`src/rtl/pcm_slot_pkg.sv`:
```
package pcm_slot_pkg;
  localparam int SLOT_BITS = 8;
  localparam int OFF_W     = 3;
  localparam int CNT_W     = 6;

  // Field order follows the configuration byte, bit 7 down to bit 0
  typedef struct packed {
    logic             dbl;       // two clocks per bit
    logic             txFall;    // launch on falling edge
    logic             rxRise;    // sample on rising edge
    logic             halfLast;  // last bit driven half period
    logic             lateEdge;  // edges one clock later (double mode)
    logic [OFF_W-1:0] offset;    // slot delay in data periods
  } slotCfg_t;

  typedef struct packed {
    logic load;  // launch first slot bit, capture tx byte
    logic step;  // launch next slot bit
    logic drop;  // release the line
    logic take;  // sample one receive bit
    logic done;  // the sample just taken is the last one
  } slotStrb_t;
endpackage

```
`src/rtl/pcm_slot_ctrl.sv`:
```
module pcm_slot_ctrl
  import pcm_slot_pkg::*;
#(
  parameter int CW    = CNT_W,
  parameter int SBITS = SLOT_BITS
) (
  input  logic      clk,
  input  logic      rstN,
  input  logic      pcmClk,
  input  logic      fsc,
  input  logic      cfgWe,
  input  slotCfg_t  cfgData,
  output slotStrb_t strb
);
  localparam logic [CW-1:0] IDX_MAX  = '1;
  localparam logic [CW-1:0] SLOT_LEN = CW'(SBITS);
  localparam logic [CW-1:0] LAST_POS = CW'(SBITS - 1);

  logic          clkQ, fscSeen;
  logic          riseEv, fallEv, frameStart;
  slotCfg_t      cfgReg, activeCfg, eff;
  logic [CW-1:0] clkIdx, cur, base;
  logic [CW-1:0] txRel, txPos, rxLo, rxRel, rxPos;
  logic          lateOn, halfOn, txEv, rxEv, txGo, rxGo, halfDrop;

  always_comb begin
    riseEv     = pcmClk & ~clkQ;
    fallEv     = ~pcmClk & clkQ;
    frameStart = riseEv & fsc & ~fscSeen;
    eff        = frameStart ? cfgReg : activeCfg;
    lateOn     = eff.lateEdge & eff.dbl;
    halfOn     = eff.halfLast & ~eff.dbl;
    base       = (CW'(eff.offset) << eff.dbl) + CW'(lateOn);

    if (frameStart)             cur = '0;
    else if (!riseEv)           cur = clkIdx;
    else if (clkIdx == IDX_MAX) cur = IDX_MAX;
    else                        cur = clkIdx + 1'b1;

    txEv  = eff.txFall ? fallEv : riseEv;
    txRel = cur - base;
    txPos = eff.dbl ? (txRel >> 1) : txRel;
    txGo  = txEv && (cur >= base) && (!eff.dbl || !txRel[0]);

    if (eff.txFall) halfDrop = halfOn && riseEv && (cur == base + SLOT_LEN);
    else            halfDrop = halfOn && fallEv && (cur == base + LAST_POS);

    rxEv  = eff.rxRise ? riseEv : fallEv;
    rxLo  = base + CW'(eff.dbl) + CW'(eff.rxRise);
    rxRel = cur - rxLo;
    rxPos = eff.dbl ? (rxRel >> 1) : rxRel;
    rxGo  = rxEv && (cur >= rxLo) && (!eff.dbl || !rxRel[0]);

    strb.load = txGo && (txPos == '0);
    strb.step = txGo && (txPos != '0) && (txPos < SLOT_LEN);
    strb.drop = (txGo && (txPos == SLOT_LEN)) || halfDrop;
    strb.take = rxGo && (rxPos < SLOT_LEN);
    strb.done = rxGo && (rxPos == LAST_POS);
  end

  always_ff @(posedge clk) begin
    if (!rstN) begin
      clkQ      <= 1'b0;
      fscSeen   <= 1'b0;
      clkIdx    <= IDX_MAX;
      cfgReg    <= '0;
      activeCfg <= '0;
    end else begin
      clkQ   <= pcmClk;
      clkIdx <= cur;
      if (riseEv)     fscSeen   <= fsc;
      if (cfgWe)      cfgReg    <= cfgData;
      if (frameStart) activeCfg <= cfgReg;
    end
  end


  cfg_hold_chk: assert property (@(posedge clk) disable iff (!rstN)
    !frameStart |=> (activeCfg == $past(activeCfg)));


  strobe_excl_chk: assert property (@(posedge clk) disable iff (!rstN)
    $onehot0({strb.load, strb.step, strb.drop}));


  done_with_take_chk: assert property (@(posedge clk) disable iff (!rstN)
    strb.done |-> strb.take);
endmodule

```
`src/rtl/pcm_slot_dp.sv`:
```
module pcm_slot_dp
  import pcm_slot_pkg::*;
#(
  parameter int SBITS = SLOT_BITS
) (
  input  logic             clk,
  input  logic             rstN,
  input  slotStrb_t        strb,
  input  logic [SBITS-1:0] txByte,
  input  logic             rxData,
  output logic             txData,
  output logic             txOe,
  output logic [SBITS-1:0] rxByte,
  output logic             rxValid
);
  logic [SBITS-1:0] txSh, rxSh;

  always_ff @(posedge clk) begin
    if (!rstN) begin
      txSh    <= '0;
      txData  <= 1'b0;
      txOe    <= 1'b0;
      rxSh    <= '0;
      rxByte  <= '0;
      rxValid <= 1'b0;
    end else begin
      if (strb.load) begin
        txData <= txByte[SBITS-1];
        txSh   <= {txByte[SBITS-2:0], 1'b0};
        txOe   <= 1'b1;
      end else if (strb.step) begin
        txData <= txSh[SBITS-1];
        txSh   <= {txSh[SBITS-2:0], 1'b0};
      end
      if (strb.drop) txOe <= 1'b0;
      if (strb.take) rxSh <= {rxSh[SBITS-2:0], rxData};
      if (strb.done) rxByte <= {rxSh[SBITS-2:0], rxData};
      rxValid <= strb.done;
    end
  end


  oe_rise_on_load_chk: assert property (@(posedge clk) disable iff (!rstN)
    $rose(txOe) |-> $past(strb.load));


  tx_hold_chk: assert property (@(posedge clk) disable iff (!rstN)
    (!strb.load && !strb.step) |=> $stable(txData));


  rx_valid_pulse_chk: assert property (@(posedge clk) disable iff (!rstN)
    rxValid |=> !rxValid);
endmodule

```
`src/rtl/pcm_slot_port.sv`:
```
module pcm_slot_port
  import pcm_slot_pkg::*;
(
  input  logic       clk,
  input  logic       rstN,
  input  logic       pcmClk,
  input  logic       fsc,
  input  logic       rxData,
  input  logic [7:0] txByte,
  input  logic       cfgWe,
  input  logic [7:0] cfgData,
  output logic       txData,
  output logic       txOe,
  output logic [7:0] rxByte,
  output logic       rxValid
);
  slotStrb_t strb;
  slotCfg_t  cfgIn;

  assign cfgIn = slotCfg_t'(cfgData);

  pcm_slot_ctrl #(.CW(CNT_W), .SBITS(SLOT_BITS)) u_ctrl (
    .clk     (clk),
    .rstN    (rstN),
    .pcmClk  (pcmClk),
    .fsc     (fsc),
    .cfgWe   (cfgWe),
    .cfgData (cfgIn),
    .strb    (strb)
  );

  pcm_slot_dp #(.SBITS(SLOT_BITS)) u_dp (
    .clk     (clk),
    .rstN    (rstN),
    .strb    (strb),
    .txByte  (txByte),
    .rxData  (rxData),
    .txData  (txData),
    .txOe    (txOe),
    .rxByte  (rxByte),
    .rxValid (rxValid)
  );
endmodule

```
`config.mk`:
```
export PLATFORM = sky130hd
export DESIGN_NAME = pcm_slot_port
export DESIGN_NICKNAME = d
export VERILOG_FILES = /design/src/rtl/pcm_slot_pkg.sv /design/src/rtl/pcm_slot_ctrl.sv /design/src/rtl/pcm_slot_dp.sv /design/src/rtl/pcm_slot_port.sv
export SDC_FILE = /design/constraint.sdc
export NUM_CORES = 1
export LEC_CHECK = 0
export BUFFER_PORTS_ARGS = -buffer_cell sky130_fd_sc_hd__buf_2
export CAP_MARGIN = 20
export CELL_PAD_IN_SITES_DETAIL_PLACEMENT = 2
export CELL_PAD_IN_SITES_GLOBAL_PLACEMENT = 2
export CORE_MARGIN = 2
export CORE_UTILIZATION = 32
export CTS_CLUSTER_SIZE = 28
export DETAILED_ROUTE_END_ITERATION = 16
export GPL_TIMING_DRIVEN = 0
export PLACE_DENSITY_LB_ADDON = 0.1
export SLEW_MARGIN = 30
export SYNTH_ARGS = -nofsm -noshare
export SYNTH_HDL_FRONTEND = slang
export SYNTH_SLANG_ARGS = --single-unit
export TNS_END_PERCENT = 1
```
`constraint.sdc`:
```
create_clock -name clk -period 4.19 [get_ports clk]
set_input_delay 0.419 -clock clk [delete_from_list [all_inputs] [get_ports clk]]
set_output_delay 0.419 -clock clk [all_outputs]
set_load 0.1 [all_outputs]
```
==> flow_summary.yaml <==
drt:
  wl_um: 8030
  dr.pass1.iters: 4
  drc: 0
  viasPerCell: 5.14
  route.vias.total: 2402
  ant_nets: 0
  wl_per_cell_um: 17.2
  drtIter0Drc: 31
die:
  core_sq_mm: 0.00868
  die_y_um: 98.3
  io_pins: 33
  floorplan.initialDensity_pct: 32.8
  dieWidth_um: 98.3
  die_area_sq_mm: 0.00965
  core.rowCount: 34
synth:
  synth.yosys.seq_area_share_pct: 34.5
  synth_area_leaders: "dfxtp_1 (35%), mux2i_1 (14%), ha_1 (6.2%)"
  synth_cell_types: 62
  synth_top_area_share_pct: 34.5
  yosysMostFrequentCell: "dfxtp_1"
  synth_top_area_cell: "dfxtp_1"
  yosys-top-cells-count: "dfxtp_1 (49), mux2i_1 (39), nand2_1 (38)"
  ys_warn_count: 0
  synth_ff_type: "dfxtp_1"
  netlist_area_sq_mm: 0.00284
  async_flop_share_pct: 0
  syn-instance-count: 316
  synth-seq-cells: 49
  synth_edf_count: 0
  syn_area_per_cell_sq_um: 9.00
clock_network:
  cts_tree: "built"
  clkLatencyLatePin_ns: 0.31
  numCtsBuffers: 5
  clkTransAtPathRegs_ns: 0.10
  holdBufCountCts: 0
  clock-root-buffer: "clkbuf_8"
  htreeDepth: 2
  cts.sinks: 49
  clock_path_buffers: 2
worst_hold_path:
  hold_class: "in2reg"
global_route:
  grt_pass1_wl_um: 13600
  grt_pass1_vias: 2569
  gr-total-overflow: 0
  grt_antenna_before_repair: 0
  grt_start_max_net_pins: 16
  track_usage_pct: 17.5
timing:
  slew-limit-headroom_pct: 59.9
  setup-tns-final_ns: 0
  setup_viol_count_final: 0
  rsz0062_at_grt: "yes"
  slew_viol_final: 0
  worst_clock_skew_ns: 0.0101
  min_period_over_period_pct: 96.5
  fmax_mhz: 247
  finalHoldViolCount: 0
  period_minus_slack_ns: 4.04
  hold_slack_ns: 0.333
  tightest_slew_ns: 0.598
worst_setup_path:
  cpMaxStageDelayCell: "a311oi_2"
  end_kind: "flop"
  worst-path-buf-inv: 4
  cp.required_ns: 4.39
  cp-start-kind: "flop"
  crit_fanout: 9
  critical_path.max_stage_delay_ns: 0.42
  crit_chain: "and4bb_1, buf_6, mux2i_4, inv_4, fa_2, ha_1, inv_1, fa_2, a21oi_2, o21bai_1, a211oi_2, a31oi_1, a311oi_2, o2111ai_2, buf_6, mux2i_1"
  crit_family: "compound AO/OA/AOI/OAI gates"
  arrival_ns: 4.24
  critPathKind: "reg2reg"
power_and_ir_drop:
  ir_drop_mv: 0.132
  p_leak_nw: 1.41
  finalPower_w: 0.00120
  power.density_mw_per_mm2: 358
place:
  gp_congestion: 0.755
  port-buffer-count: 30
  hpwl_um: 6060
cells_and_area:
  diodes: 0
  num-fill-cells: 1004
  syn_to_final_growth_pct: 17.7
  nets: 397
  layout-drive-gt1-share_pct: 22.0
status:
  run_status: "complete, no violations"
job:
  max_cap_viol_count: 0
==> worst reg2reg max path, delay by kind of cell, from the launching register on <==
kind | cells | cell delay, ns
AO/OA/AOI/OAI | 6 | 1.23
adder cells (fa/ha/maj) | 3 | 1.08
buffers and inverters | 4 | 0.49
multiplexers | 2 | 0.48
flip-flops | 1 | 0.36
AND/OR/NAND/NOR | 1 | 0.28
==> worst paths after layout <==
path                                     from                            end  slack, ns  cells past startpoint
setup / recovery       u_ctrl.clkQ$_SDFF_PN0_    u_dp.rxByte[3]$_SDFFE_PN0P_       0.15                     16
hold / removal                     cfgData[5]  u_ctrl.cfgReg[5]$_SDFFE_PN0P_       0.33                      3
setup reg to reg       u_ctrl.clkQ$_SDFF_PN0_    u_dp.rxByte[3]$_SDFFE_PN0P_       0.15                     16
hold reg to reg   u_dp.rxByte[1]$_SDFFE_PN0P_    u_dp.rxByte[1]$_SDFFE_PN0P_       0.46                      2
==> state kept, by name, indices dropped and copies added (netlist names) <==
signal	flops
u_ctrl.clkIdx	6
u_ctrl.activeCfg	8
u_ctrl.fscSeen	1
u_ctrl.cfgReg	8
u_dp.txSh	7
u_dp.txOe	1
u_dp.rxByte	8
u_dp.rxSh	7
u_dp.txData	1
u_dp.rxValid	1
u_ctrl.clkQ	1
==> cells by family (layout without fill, tap and decap cells) <==
| kind of cell | Yosys count | count (layout) | synth area share, % |
|---|---|---|---|
| compound gates | 60 | 60 | 14.6 |
| xor+xnor | 11 | 11 | 3.87 |
| fa+ha+maj | 17 | 17 | 8.27 |
| buf+inv | 30 | 72 | 4.71 |
| flops | 49 | 49 | 34.5 |
| mux | 41 | 41 | 14.5 |
| other cells | 1 | 2 | 0.132 |
| simple gates | 107 | 107 | 19.4 |
==> metrics by stage <==
stage	util, %	std cells	cell area (sq um)	setup slack [ns]
after floorplan	-	317	2850	0.214
after global placement	36.1	455	3130	-0.756
after detailed placement	36.1	455	3130	-0.798
after CTS	37.6	463	3270	0.0103
after global routing	38.6	467	3350	-0.0776
final	38.6	467	3350	0.149
==> placed cells by master (no fill, tap or decap), types with 5 or more instances in the layout <==
master	synthesis	routed
a211oi_1	13	12
a21oi_1	17	14
buf_4	0	5
buf_2	3	31
nor3_1	7	6
xnor2_1	8	8
clkbuf_8	0	5
nand2_1	38	38
dfxtp_1	49	48
clkbuf_1	7	7
mux2i_1	39	37
nor2_1	24	24
nor2b_1	6	5
o21ai_0	8	7
ha_1	14	14
inv_1	16	16
==> per-layer routing <==
layer  part of all wire, %  global-route usage (%)  up-vias
met5                     0                       0        -
met2                    48                    29.2       21
met1                    49                    24.0     1170
li1                      -                       -     1204
met4                  0.95                    4.11        0
met3                   1.9                    2.43        7
==> report_power, final <==
part | switching [W] | internal, W
registers | 0.0000188 | 0.000486
clock network | 0.000175 | 0.000120
logic | 0.000237 | 0.000160
total | 0.000432 | 0.000766
==> what timing repair did <==
| item | in CTS | in global routing |
|---|---|---|
| gates cloned | 0 | 1 |
| hold endpoints to repair | 0 | 0 |
| gates resized for setup | 11 | 16 |
| endpoints found under the setup margin | 24 | 19 |
| pin swaps | 2 | 3 |
| setup buffers | 1 | 3 |
==> final cells by class <==
cell class	count	area (sq um)	area share (%)
clock inverters	2	13.8	0.411
plain buffers	11	68.8	2.06
multi-input cells	238	1810	54.1
inverters	18	72.6	2.17
clock buffers	6	72.6	2.17
flip-flops and latches	49	982	29.3
repair buffers	35	191	5.72
well taps	108	135	4.04
Power figures use the tool's default switching activity.
